**config.mk**
```make
export PLATFORM = sky130hd
export DESIGN_NAME = cmd_ring_fetch
export DESIGN_NICKNAME = d
export VERILOG_FILES = /design/src/rtl/ring_pkg.sv /design/src/rtl/ring_regfile.sv /design/src/rtl/ring_nop_sniff.sv /design/src/rtl/ring_fetch.sv /design/src/rtl/cmd_ring_fetch.sv
export SDC_FILE = /design/constraint.sdc
export NUM_CORES = 1
export LEC_CHECK = 0
export ABC_CLOCK_PERIOD_IN_PS = 3800
export BUFFER_PORTS_ARGS = -buffer_cell sky130_fd_sc_hd__buf_2
export CELL_PAD_IN_SITES_DETAIL_PLACEMENT = 2
export CELL_PAD_IN_SITES_GLOBAL_PLACEMENT = 2
export CORE_UTILIZATION = 34
export DETAILED_ROUTE_END_ITERATION = 8
export PLACE_DENSITY_LB_ADDON = 0.1
export SETUP_SLACK_MARGIN = 0.5
export SYNTH_ARGS = -nofsm -noshare
export SYNTH_HDL_FRONTEND = slang
export SYNTH_SLANG_ARGS = --single-unit
export TNS_END_PERCENT = 10
```
**constraint.sdc**
```tcl
create_clock -name clk -period 3.8 [get_ports clk]
set_input_delay 0.38 -clock clk [delete_from_list [all_inputs] [get_ports clk]]
set_output_delay 0.38 -clock clk [all_outputs]
set_load 0.01 [all_outputs]
```
**src/rtl/ring_pkg.sv**
```systemverilog
package ring_pkg;
   localparam int DW = 32;
   localparam int RAW = 16;

   localparam logic [RAW-1:0] RA_START = 16'h2030;
   localparam logic [RAW-1:0] RA_LEN   = 16'h2034;
   localparam logic [RAW-1:0] RA_HEAD  = 16'h2038;
   localparam logic [RAW-1:0] RA_TAIL  = 16'h203C;
   localparam logic [RAW-1:0] RA_CTRL  = 16'h2040;
   localparam logic [RAW-1:0] RA_NOPID = 16'h2094;

   typedef enum logic [1:0] {
      F_IDLE = 2'd0,
      F_REQ  = 2'd1,
      F_WAIT = 2'd2,
      F_OUT  = 2'd3
   } fetch_st_e;
endpackage

```
**src/rtl/ring_regfile.sv**
```systemverilog
module ring_regfile
   import ring_pkg::*;
#(
   parameter int AW  = 32,
   parameter int OW  = 16,
   parameter int IDW = 23
) (
   input  logic                clk,
   input  logic                rst_n,
   input  logic                reg_we,
   input  logic [RAW-1:0]      reg_addr,
   input  logic [DW-1:0]       reg_wdata,
   output logic [DW-1:0]       reg_rdata,
   input  logic [OW-1:0]       head_i,
   input  logic                id_load,
   input  logic [IDW-1:0]      id_val,
   output logic [AW-1:0]       start_o,
   output logic [OW-1:0]       len_o,
   output logic [OW-1:0]       tail_o,
   output logic                en_o,
   output logic                head_wr_o,
   output logic [OW-1:0]       head_wdata_o
);
   logic [AW-1:0]  start_q;
   logic [OW-1:0]  len_q, tail_q;
   logic           en_q;
   logic [IDW-1:0] id_q;

   always_ff @(posedge clk or negedge rst_n) begin
      if (!rst_n) begin
         start_q <= '0;
         len_q   <= '0;
         tail_q  <= '0;
         en_q    <= 1'b0;
         id_q    <= '0;
      end else begin
         if (reg_we) begin
            unique case (reg_addr)
               RA_START: start_q <= {reg_wdata[AW-1:2], 2'b00};
               RA_LEN:   len_q   <= {reg_wdata[OW-1:3], 3'b000};
               RA_TAIL:  tail_q  <= {reg_wdata[OW-1:3], 3'b000};
               RA_CTRL:  if (reg_wdata[0]) en_q <= 1'b1;
               default: ;
            endcase
         end
         if (id_load) id_q <= id_val;
      end
   end

   assign head_wr_o    = reg_we && (reg_addr == RA_HEAD) && !en_q;
   assign head_wdata_o = {reg_wdata[OW-1:2], 2'b00};

   always_comb begin
      reg_rdata = '0;
      unique case (reg_addr)
         RA_START: reg_rdata = DW'(start_q);
         RA_LEN:   reg_rdata = DW'(len_q);
         RA_HEAD:  reg_rdata = DW'(head_i);
         RA_TAIL:  reg_rdata = DW'(tail_q);
         RA_CTRL:  reg_rdata = DW'(en_q);
         RA_NOPID: reg_rdata = DW'(id_q);
         default:  reg_rdata = '0;
      endcase
   end

   assign start_o = start_q;
   assign len_o   = len_q;
   assign tail_o  = tail_q;
   assign en_o    = en_q;
endmodule

```
**src/rtl/ring_nop_sniff.sv**
```systemverilog
module ring_nop_sniff
   import ring_pkg::*;
#(
   parameter int OPW       = 9,
   parameter bit NOP_ID_EN = 1'b1,
   localparam int IDW      = DW - OPW
) (
   input  logic [DW-1:0]  word,
   output logic           is_nop,
   output logic           id_hit,
   output logic [IDW-1:0] id
);
   assign is_nop = (word[DW-1:IDW] == '0);
   assign id     = word[IDW-1:0];

   generate
      if (NOP_ID_EN) begin : g_id
         assign id_hit = is_nop && (id != '0);
      end else begin : g_noid
         assign id_hit = 1'b0;
      end
   endgenerate
endmodule

```
**src/rtl/ring_fetch.sv**
```systemverilog
module ring_fetch
   import ring_pkg::*;
#(
   parameter int AW                = 32,
   parameter int OW                = 16,
   parameter int OPW               = 9,
   parameter bit NOP_ID_EN         = 1'b1,
   parameter logic [31:0] REGION_BASE = 32'h0010_0000,
   localparam int IDW              = DW - OPW
) (
   input  logic           clk,
   input  logic           rst_n,
   input  logic [AW-1:0]  start_i,
   input  logic [OW-1:0]  len_i,
   input  logic [OW-1:0]  tail_i,
   input  logic           en_i,
   input  logic           head_wr,
   input  logic [OW-1:0]  head_wdata,
   output logic [OW-1:0]  head_o,
   output logic           mem_req,
   output logic [AW-1:0]  mem_addr,
   input  logic           mem_rvalid,
   input  logic [DW-1:0]  mem_rdata,
   output logic           cmd_valid,
   input  logic           cmd_ready,
   output logic [DW-1:0]  cmd_data,
   output logic           id_load,
   output logic [IDW-1:0] id_val
);
   fetch_st_e      st_q;
   logic [OW-1:0]  head_q;
   logic [DW-1:0]  data_q;
   logic [OW:0]    head_p4;
   logic [OW-1:0]  head_nx;
   logic           rd_nop, rd_hit;

   ring_nop_sniff #(.OPW(OPW), .NOP_ID_EN(NOP_ID_EN)) u_sniff (
      .word   (mem_rdata),
      .is_nop (rd_nop),
      .id_hit (rd_hit),
      .id     (id_val)
   );

   assign head_p4 = {1'b0, head_q} + (OW+1)'(4);
   assign head_nx = (head_p4 >= {1'b0, len_i}) ? '0 : head_p4[OW-1:0];

   always_ff @(posedge clk or negedge rst_n) begin
      if (!rst_n) begin
         st_q   <= F_IDLE;
         head_q <= '0;
         data_q <= '0;
      end else begin
         unique case (st_q)
            F_IDLE: begin
               if (head_wr)                        head_q <= head_wdata;
               else if (en_i && head_q != tail_i)  st_q   <= F_REQ;
            end
            F_REQ: st_q <= F_WAIT;
            F_WAIT: begin
               if (mem_rvalid) begin
                  data_q <= mem_rdata;
                  if (rd_nop) begin
                     head_q <= head_nx;
                     st_q   <= F_IDLE;
                  end else begin
                     st_q   <= F_OUT;
                  end
               end
            end
            F_OUT: begin
               if (cmd_ready) begin
                  head_q <= head_nx;
                  st_q   <= F_IDLE;
               end
            end
            default: st_q <= F_IDLE;
         endcase
      end
   end

   assign mem_req   = (st_q == F_REQ);
   assign mem_addr  = AW'(REGION_BASE) + start_i + AW'(head_q);
   assign cmd_valid = (st_q == F_OUT);
   assign cmd_data  = data_q;
   assign id_load   = (st_q == F_WAIT) && mem_rvalid && rd_hit;
   assign head_o    = head_q;
endmodule

```
**src/rtl/cmd_ring_fetch.sv**
```systemverilog
module cmd_ring_fetch
   import ring_pkg::*;
#(
   parameter int AW                   = 32,
   parameter int OW                   = 16,
   parameter int OPW                  = 9,
   parameter bit NOP_ID_EN            = 1'b1,
   parameter logic [31:0] REGION_BASE = 32'h0010_0000
) (
   input  logic            clk,
   input  logic            rst_n,
   input  logic            reg_we,
   input  logic [15:0]     reg_addr,
   input  logic [31:0]     reg_wdata,
   output logic [31:0]     reg_rdata,
   output logic            mem_req,
   output logic [31:0]     mem_addr,
   input  logic            mem_rvalid,
   input  logic [31:0]     mem_rdata,
   output logic            cmd_valid,
   input  logic            cmd_ready,
   output logic [31:0]     cmd_data
);
   localparam int IDW = DW - OPW;

   generate
      if (AW != 32) begin : g_bad_aw
         $error("cmd_ring_fetch: AW must be 32");
      end
      if (OW < 4 || OW > AW) begin : g_bad_ow
         $error("cmd_ring_fetch: OW out of range");
      end
      if (OPW < 1 || OPW > 16) begin : g_bad_opw
         $error("cmd_ring_fetch: OPW out of range");
      end
   endgenerate

   logic [AW-1:0]  start_w;
   logic [OW-1:0]  len_w, tail_w, head_w, head_wd_w;
   logic           en_w, head_wr_w, id_load_w;
   logic [IDW-1:0] id_val_w;
   logic [AW-1:0]  mem_addr_w;

   ring_regfile #(.AW(AW), .OW(OW), .IDW(IDW)) u_regs (
      .clk          (clk),
      .rst_n        (rst_n),
      .reg_we       (reg_we),
      .reg_addr     (reg_addr),
      .reg_wdata    (reg_wdata),
      .reg_rdata    (reg_rdata),
      .head_i       (head_w),
      .id_load      (id_load_w),
      .id_val       (id_val_w),
      .start_o      (start_w),
      .len_o        (len_w),
      .tail_o       (tail_w),
      .en_o         (en_w),
      .head_wr_o    (head_wr_w),
      .head_wdata_o (head_wd_w)
   );

   ring_fetch #(
      .AW(AW), .OW(OW), .OPW(OPW), .NOP_ID_EN(NOP_ID_EN), .REGION_BASE(REGION_BASE)
   ) u_fetch (
      .clk        (clk),
      .rst_n      (rst_n),
      .start_i    (start_w),
      .len_i      (len_w),
      .tail_i     (tail_w),
      .en_i       (en_w),
      .head_wr    (head_wr_w),
      .head_wdata (head_wd_w),
      .head_o     (head_w),
      .mem_req    (mem_req),
      .mem_addr   (mem_addr_w),
      .mem_rvalid (mem_rvalid),
      .mem_rdata  (mem_rdata),
      .cmd_valid  (cmd_valid),
      .cmd_ready  (cmd_ready),
      .cmd_data   (cmd_data),
      .id_load    (id_load_w),
      .id_val     (id_val_w)
   );

   assign mem_addr = mem_addr_w;
endmodule

```
Word level (Yosys, flattened, before mapping)
Index checks and enable logic that the tools add are counted.
{"block": "word_totals", "ff_bits": 130, "input_bits": 85, "output_inout_bits": 98, "word_cells": 59}
{"block": "classes", "add_sub_neg": 3, "n_lt_le_gt_ge": 1, "eq_ne": 16, "n_mux": 13, "n_reduce_logical": 18}
{"cell": "one-hot mux 32 bit (6 select lines)", "count": 1}
{"cell": "== test 16 x 14 -> 1 bit, second input constant", "count": 6}
{"cell": "2-to-1 mux 16 bit", "count": 5}
{"cell": "one-hot mux 16 bit (3 select lines)", "count": 1}
{"cell": "adder 21 x 32 -> 32 bit, first input constant", "count": 1}
{"cell": "adder 32 x 16 -> 32 bit", "count": 1}
{"cell": "nonzero test 23 bit", "count": 1}
{"cell": "adder 16 x 3 -> 17 bit, second input constant", "count": 1}
{"cell": ">= comparator 17 x 16 -> 1 bit", "count": 1}
{"cell": "inequality test 16 bit", "count": 1}
{"cell": "2-to-1 mux 2 bit", "count": 5}
{"cell": "zero test 9 bit", "count": 1}
{"cell": "inequality test 2 bit, second input constant", "count": 4}
{"cell": "one-hot mux 2 bit (4 select lines)", "count": 1}
{"cell": "AND reduction 2 bit", "count": 4}
{"cell": "logical AND 1 bit", "count": 6}
{"cell": "AND reduction 5 bit", "count": 1}
{"cell": "== test 2 bit, second input constant", "count": 2}
{"cell": "inequality test 2 x 1 -> 1 bit, second input constant", "count": 2}
{"cell": "AND reduction 4 bit", "count": 1}
{"cell": "AND reduction 3 bit", "count": 1}
{"cell": "nonzero test 3 bit", "count": 1}
{"cell": "== test 2 x 1 -> 1 bit, second input constant", "count": 1}
{"cell": "zero test 2 bit", "count": 1}
{"cell": "zero test 1 bit", "count": 1}

Logic depth before layout (Yosys ltp)
Gate-level depths: netlist of run 1.
{"block": "depth", "word_depth": 6, "depth_mapped": 15, "ltp_nobuf": 13}

By module
A second synthesis of run 1 with hierarchy kept.
{"block": "unflattened", "hier_cells": 886, "area_unflattened_um2": 8443.1}
{"mod": "ring_fetch", "n_inst": 1, "cells_each": 545, "area_per_inst_um2": 4244.1, "seq_area_each_um2": 1251.2}
{"mod": "ring_regfile", "n_inst": 1, "cells_each": 305, "area_per_inst_um2": 3950.0, "seq_area_each_um2": 2001.9}
{"mod": "ring_nop_sniff", "n_inst": 1, "cells_each": 36, "area_per_inst_um2": 249.0, "seq_area_each_um2": 0.0}

Least setup slack after synthesis of run 1
Ideal clock, no wire load.
{"block": "synth_timing", "path_kind": "reg2reg", "startpoint": "register u_fetch.head_q[3] (netlist: u_fetch.head_o[3])", "endpoint": "register u_fetch.head_q[4] (netlist: u_fetch.head_o[4])", "arrival_time_ns": 2.852, "required_ns": 3.713, "slack_ns": 0.861, "path_stages_with_launch": 14, "cell_sequence": "dfrtp_1 > ha_1 > nand4_1 > nor2_1 > nand4_1 > xnor2_1 > ha_1 > a21o_1 > a211oi_1 > o21ai_0 > a21oi_1 > buf_2 > nand4b_1 > a22oi_1"}
{"block": "synth_between", "elab_chain_len": 6}
{"item": "start: declaration", "line": "ring_fetch.sv:31", "rtl": "logic [OW-1:0] head_q;"}
{"item": "start signal: assignment", "line": "ring_fetch.sv:55", "rtl": "if (head_wr) head_q <= head_wdata;"}
{"item": "start signal: assignment", "line": "ring_fetch.sv:63", "rtl": "head_q <= head_nx;"}
{"item": "start signal: assignment", "line": "ring_fetch.sv:72", "rtl": "head_q <= head_nx;"}
{"item": "adder 16 x 3 -> 17 bit *", "line": "ring_fetch.sv:44", "rtl": "assign head_p4 = {1'b0, head_q} + (OW+1)'(4);"}
{"item": ">= comparator 17 x 16 -> 1 bit", "line": "ring_fetch.sv:45", "rtl": "assign head_nx = (head_p4 >= {1'b0, len_i}) ? '0 : head_p4[OW-1:0];"}
{"item": "2-to-1 mux 16 bit *", "line": "ring_fetch.sv:45"}
{"item": "2-to-1 mux 16 bit", "line": "ring_fetch.sv:62", "rtl": "if (rd_nop) begin"}
{"item": "2-to-1 mux 16 bit", "line": "ring_fetch.sv:60", "rtl": "if (mem_rvalid) begin"}
{"item": "one-hot mux 16 bit (3 select lines) *", "line": "ring_fetch.sv:53", "rtl": "unique case (st_q)"}
Every way passes the cells marked *; elsewhere a longest branch is shown, timed or not. The select of a mux whose other input is x is not followed.
A chain may end at the register's enable or synchronous reset.

Final worst setup path of run 1
{"block": "layout_timing", "startpoint": "register u_regs.start_q[2] (netlist: u_regs.start_o[2])", "endpoint": "output mem_addr[24]"}
{"block": "layout_between", "elab_chain_len": 2}
{"item": "start: declaration", "line": "ring_regfile.sv:24", "rtl": "logic [AW-1:0] start_q;"}
{"item": "start signal: assignment", "line": "ring_regfile.sv:39", "rtl": "RA_START: start_q <= {reg_wdata[AW-1:2], 2'b00};"}
{"item": "adder 21 x 32 -> 32 bit", "line": "ring_fetch.sv:82", "rtl": "assign mem_addr = AW'(REGION_BASE) + start_i + AW'(head_q);"}
{"item": "adder 32 x 16 -> 32 bit", "line": "ring_fetch.sv:82"}
{"item": "end: declaration", "line": "cmd_ring_fetch.sv:17", "rtl": "output logic [31:0] mem_addr,"}
No other way between the ends.

==> impl_results.md, run 1 <==
* Die Y at 152 um
* Synth Register Bits at 128
* Max frequency at 0.305 GHz
* Initial core utilization at 35.0%
* Skew-Pair Late Insertion Delay at 0.43 ns
* Vias in the first global route at 7495
* Max Cap Violations at 0
* P_sw at 1.93 mW
* Via Count at 6697
* CTS tree: done
* Layout area overhead at 26.8%
* Top FF cell, synth: dfrtp_1
* WS Path Type: reg -> out
* Clock network power share at 33.7%
* Sequential share of the synthesized area at 41.7%
* Synth warn at 0
* Sequential share of power at 35.1%
* TritonCTS buffer count at 17
* Async set-or-reset flop fraction in the synthesized netlist at 100%
* Post-synth cell types at 63
* GRT Util Overall at 24.5%
* Fill cells at 2377
* Sw frac at 36.8%
* Boundary Pins at 183
* Failing checks: design-rule violations
* Leak at 4.93 nW
* Fin crit period at 3.27 ns
* Largest net degree at the start of global routing at 77
* FP Rows at 54
* Top routing layer used: met4
* CTS Hold Bufs at 0
* Crit Reg-Reg Startpoint: u_fetch.head_o[2]
* Core area at 22000 um^2
* ANT nets after route at 0
* Crit-path cells: ha_4 -> inv_1 -> fa_2 -> nor2b_4 -> o2111ai_4 -> a211o_4 -> a21oi_4 -> o21ai_1 -> xnor2_1 -> buf_2
* Worst path required time at 3.42 ns
* Routed wire length at 27.8 mm
* Drt initial violations at 287
* Post-route design area at 9730 um^2
* Die Width at 152 um
* Slew of the pin with the lowest slew margin at 1.07 ns
* Pwr Density at 538 nW/um^2
* Startpoint types: flip-flop
* CTS clk-pin slew, worst paths at 0.06 ns
* Final Max Tran Viols at 0
* HP Class: in -> async
* Clk_skew at 0.0209 ns
* Hpwl dp at 20.5 mm
* Setup TNS at 0 ns
* Most frequent cells in the layout: 179 x buf_2, 148 x nand2_1, 124 x dfrtp_1
* Cell Area, Placed at 8840 um^2
* Kind of end point of the critical path: output port
* WP data arrival at 2.89 ns
* Post-synth EDFFs at 0
* Critical Path Max Stage Delay at 0.43 ns
* Crit path launch: u_regs.start_o[2]
* Worst ir drop on vdd at 0.278 mV
* Post-Syn Area at 7680 um^2
* Syn avg cell area at 10.0 um^2
* Layout Nets at 1062
* Max clock buf depth at 2
* Die area at 23200 um^2
* WL/cell at 22.4 um
* First-pass DRT Iterations at 9
* Clock tree sinks at 128
* Metal3 WL at 1.04 mm
* Placer Congestion at 0.832
* Ant. Diodes at 0
* Clock Tree Root: clkbuf_16
* Final Core Density at 44.3%
* Logic pwr share at 31.1%
* Share of post-route cells with drive strength above 1 at 34.0%
* Met1 WL at 12.3 mm
* Mapped Cells at 766
* Slowest CP cell: a211o_4
* Final hold vios at 0
* Final count of negative-setup-slack endpoints at 0
* RSZ-0062 raised after global routing: yes
* Tcrit/Tclk final at 86.1%
* Global-route wire length before repair at 43.8 mm
* Status: complete, but fails checks
* Residual DRC at 21
* Rel. slew slack at 28.4%
* Total grt overflow at 0
* Internal Pwr Total at 3.31 mW
* Most common cell after layout, fill and taps aside: buf_2
* CTS H-tree lvls at 4
* WL met2 at 14.4 mm
* Via density at 5.40
* Crit-path max FO at 5
* Port bufs at 179
* Initial antenna violation count at 0
[cell type report]
class	instances	area (um^2)	area share, %
timing repair buffer	206	1120	11.5
tap	280	350	3.60
clock inverter	15	198	2.03
multi-input combinational	566	4320	44.4
sequential	128	3210	33.0
inverter	29	109	1.12
clock buffer	17	425	4.37
[cell families after synthesis]
group | share of synthesized area [%]
and+or+nand+nor | 16.3
AOI/OAI and AO/OA | 12.4
DFF | 41.7
muxes | 14.7
buffers and inverters | 4.46
xor gates and xnor gates | 5.47
adders and majority gates | 4.82
other | 0.0488
[synth_stat cells, types with 8 or more instances]
| cell | instances | share of area, % |
|---|---|---|
| clkbuf_1 | 29 | 1.4 |
| nand4_1 | 10 | 0.81 |
| nand3_1 | 14 | 0.91 |
| inv_1 | 28 | 1.4 |
| mux2_1 | 40 | 5.9 |
| buf_2 | 10 | 0.65 |
| mux2_4 | 30 | 5.9 |
| a21oi_1 | 19 | 1.2 |
| mux2_2 | 9 | 1.3 |
| o21ai_1 | 8 | 0.52 |
| and2_1 | 12 | 0.98 |
| nor2_1 | 21 | 1.0 |
| xnor2_1 | 32 | 3.7 |
| nor4_1 | 11 | 0.90 |
| ha_1 | 28 | 4.6 |
| a21o_1 | 10 | 0.98 |
| xor2_1 | 16 | 1.8 |
| nand2_1 | 149 | 7.3 |
| o211ai_1 | 20 | 2.0 |
| a22o_1 | 8 | 0.91 |
| o21ai_0 | 12 | 0.78 |
| mux2i_1 | 13 | 1.7 |
| a22oi_1 | 15 | 1.5 |
| dfrtp_1 | 128 | 42 |
[per-layer routing]
| metal | track usage, % | vias to the layer above |
|---|---|---|
| met5 | 0 | - |
| met4 | 4.66 | 0 |
| li1 | - | 3075 |
| met3 | 4.35 | 14 |
| met2 | 43.8 | 145 |
| met1 | 30.8 | 3463 |
[registers in the layout, summed over array words and instances (netlist names)]
signal and count:
u_regs.start_o 30, u_regs.len_o 13, u_fetch.st_q 2, u_regs.tail_o 13, u_regs.id_q 23, u_fetch.cmd_data 32, u_regs.en_o 1, u_fetch.head_o 14
[power groups by stage]
| stage | Sequential [mW] | Combinational [mW] | Clock (mW) |
|---|---|---|---|
| 6_report | 1.84 | 1.63 | 1.76 |
| 5_1_grt | 1.88 | 1.80 | 1.86 |
| 4_1_cts | 1.83 | 1.56 | 1.80 |
| 3_5_place_dp | 1.86 | 1.49 | 0 |
| 3_3_place_gp | 1.84 | 1.43 | 0 |
| 2_1_floorplan | 1.83 | 0.865 | 0 |
[through the flow]
step | cells | hold WS [ns] | worst slack (ns) | power, mW
after floorplan | 767 | 0.0844 | 0.861 | 2.70
after global placement | 1198 | 0.455 | 0.481 | 3.27
after detailed placement | 1198 | 0.462 | 0.353 | 3.36
after CTS | 1236 | 0.156 | 0.319 | 5.19
after global routing | 1241 | 0.168 | 0.412 | 5.54
final | 1241 | 0.105 | 0.527 | 5.24
[path summary, 6_finish.rpt]
path	depth (start not counted)	end	slack, ns
min in group clk	3	u_fetch.cmd_data[30]	0.16
worst min register to register	2	u_fetch.cmd_data[21]	0.47
worst max register to register	14	u_fetch.head_o[11]	0.67
worst max-delay path	10	mem_addr[24]	0.53
max in group asynchronous	2	u_fetch.head_o[11]	2.75
worst min-delay path	1	u_fetch.cmd_data[21]	0.10
[critical path, delay by kind of cell, from the launching register on]
| kind | cells | cell delay, ns |
|---|---|---|
| buffers and inverters | 2 | 0.21 |
| DFF | 1 | 0.41 |
| xor gates and xnor gates | 1 | 0.18 |
| and+or+nand+nor | 1 | 0.17 |
| AOI/OAI and AO/OA | 4 | 0.96 |
| adders and majority gates | 2 | 0.54 |
[what timing repair did]
action,CTS,global route
gates resized for setup,15,35
pin swaps,4,8
setup endpoints to repair,31,44
gates cloned,0,1
setup buffers,6,4
Power figures use the tool's default switching activity.
==> run 2, diff against run 1 <==
--- a/config.mk
+++ b/config.mk
@@ -5,11 +5,11 @@
 export SDC_FILE = /design/constraint.sdc
 export NUM_CORES = 1
 export LEC_CHECK = 0
-export ABC_CLOCK_PERIOD_IN_PS = 3800
+export ABC_CLOCK_PERIOD_IN_PS = 4200
 export BUFFER_PORTS_ARGS = -buffer_cell sky130_fd_sc_hd__buf_2
 export CELL_PAD_IN_SITES_DETAIL_PLACEMENT = 2
 export CELL_PAD_IN_SITES_GLOBAL_PLACEMENT = 2
-export CORE_UTILIZATION = 34
+export CORE_UTILIZATION = 36
 export DETAILED_ROUTE_END_ITERATION = 8
 export PLACE_DENSITY_LB_ADDON = 0.1
 export SETUP_SLACK_MARGIN = 0.5
==> constraint.sdc (replaced) <==
create_clock -name clk -period 4.2 [get_ports clk]
set_input_delay 0.42 -clock clk [delete_from_list [all_inputs] [get_ports clk]]
set_output_delay 0.42 -clock clk [all_outputs]
set_load 0.01 [all_outputs]
==> run 2 against run 1 <==
- the flow now finishes without violations
- flip-flop and latch count stayed put
- via count is 0.22% lower
- core utilization is 0.89 points higher
- clock skew is 0.015 ns lower
- largest power group unchanged
- highest routed layer unchanged
==> impl_results.md, run 2 (synthesis gave the netlist of run 1 again) <==
* Layout area overhead at 23.4%
* Layout Nets at 1049
* Crit path launch: u_fetch.head_o[11]
* Fin crit period at 3.56 ns
* Crit Reg-Reg Startpoint: u_fetch.head_o[3]
* Most frequent cells in the layout: 178 x buf_2, 149 x nand2_1, 126 x dfrtp_1
* WL/cell at 23.0 um
* Residual DRC at 0
* Leak at 4.85 nW
* Clock Tree Root: clkbuf_16
* Worst path required time at 3.78 ns
* Vias in the first global route at 7407
* Ant. Diodes at 0
* Rel. slew slack at 33.1%
* Die area at 21900 um^2
* Global-route wire length before repair at 43.6 mm
* CTS clk-pin slew, worst paths at 0.06 ns
* Die Y at 148 um
* WS Path Type: reg -> out
* Worst R2R Setup Slack at 0.84 ns
* TritonCTS buffer count at 17
* Die Width at 148 um
* Final hold vios at 0
* Crit path to: mem_addr[23]
* Fill cells at 2299
* Largest net degree at the start of global routing at 72
* Max Cap Violations at 0
* Clk_skew at 0.00639 ns
* Hpwl dp at 20.4 mm
* Post-route total power at 4.58 mW
* Final count of negative-setup-slack endpoints at 0
* Drt initial violations at 281
* Max reg flops at 32
* First-pass DRT Iterations at 4
* RSZ-0062 raised after global routing: yes
* Final Core Density at 45.2%
* Placer Congestion at 0.900
* Routed wire length at 28.1 mm
* Share of post-route cells with drive strength above 1 at 30.6%
* FP Rows at 53
* Startpoint types: flip-flop
* ANT nets after route at 0
* Port bufs at 179
* CTS tree: done
* Worst ir drop on vdd at 0.290 mV
* Max clock buf depth at 2
* HP Class: in -> async
* Setup TNS at 0 ns
* Pwr Density at 483 nW/um^2
* Kind of end point of the critical path: output port
* Status: completed
* Skew-Pair Late Insertion Delay at 0.43 ns
* Tcrit/Tclk final at 84.7%
* Total grt overflow at 0
* Most common cell after layout, fill and taps aside: buf_2
* R2R depth at 13
* Worst r2r dst: u_fetch.head_o[7]
* Register area at 3210 um^2
* Final Max Tran Viols at 0
* Multi-input gate area at 4200 um^2
* Initial core utilization at 36.6%
* Crit-path max FO at 9
* WP data arrival at 3.14 ns
* Core area at 21000 um^2
* Max frequency at 0.281 GHz
* Initial antenna violation count at 0
* CTS H-tree lvls at 4
* Clock tree sinks at 128
* Via Count at 6682
* Boundary Pins at 183
* GRT Util Overall at 26.5%
* Slew of the pin with the lowest slew margin at 1.00 ns
* CTS Hold Bufs at 0
* Via density at 5.47
-- run 2: changes by cell type in the layout (fill, tap and decap cells not counted), sizes merged --
| cell | before | now |
|---|---|---|
| clkbuf | 17 | 20 |
| clkinvlp | 2 | 3 |
| buf | 206 | 193 |
| clkinv | 2 | 4 |
| inv | 37 | 31 |
| bufinv | 3 | 2 |
-- run 2: final cells by class --
cell class | instances | area share, %
clock inverter | 11 | 1.39
tap | 275 | 3.63
inverter | 29 | 1.15
multi-input combinational | 566 | 44.4
sequential | 128 | 33.8
timing repair buffer | 193 | 10.7
clock buffer | 20 | 4.93
-- run 2: worst min path at each step --
| stage | depth (start not counted) | startpoint | slack (ns) | to |
|---|---|---|---|---|
| finish | 1 | rst_n | 0.07 | u_fetch.cmd_data[29] |
| global route | 1 | rst_n | 0.11 | u_fetch.cmd_data[29] |
| CTS | 1 | rst_n | 0.1 | u_fetch.cmd_data[29] |
| detailed placement | 2 | u_fetch.cmd_data[25] | 0.46 | u_fetch.cmd_data[25] |
| global placement | 2 | u_fetch.cmd_data[14] | 0.45 | u_fetch.cmd_data[14] |
| floorplan | 0 | rst_n | 0.12 | u_fetch.cmd_data[0] |
-- run 2: critical path, stage by stage, from the launching register on --
cell,delay (ns)
dfrtp_1,0.50
ha_1,0.45
nand3_1,0.26
nor2_1,0.17
o211ai_1,0.21
a211oi_2,0.55
o211ai_1,0.19
xnor2_1,0.22
buf_2,0.17
-- run 2: timing repair --
action                                  in CTS  in global routing
resized for setup                            9                  6
endpoints found under the setup margin       8                 21
setup buffers                                0                  2
pin swaps                                    1                  3
-- run 2: through the flow --
step | area (um^2) | hold slack, ns | setup WS [ns] | std cells
floorplan | 7680 | 0.124 | 1.26 | 767
global placement | 8800 | 0.452 | 0.710 | 1189
detailed placement | 8800 | 0.460 | 0.614 | 1189
CTS | 9440 | 0.0983 | 0.521 | 1220
global route | 9480 | 0.112 | 0.454 | 1222
finish | 9480 | 0.0670 | 0.645 | 1222
-- run 2: layer usage --
layer  GRT usage (%)  vias up  routed length, um
met2            47.1      165              14300
met5               0        -                  0
li1                -     3046                  -
met3            4.35       32               1140
met4            6.39        0                400
met1            33.2     3439              12200
-- run 2: power breakdown --
group / switching (mW) / internal, mW / total, mW
Clock: 0.601 / 0.923 / 1.52
Sequential: 0.227 / 1.44 / 1.67
Combinational: 0.846 / 0.544 / 1.39
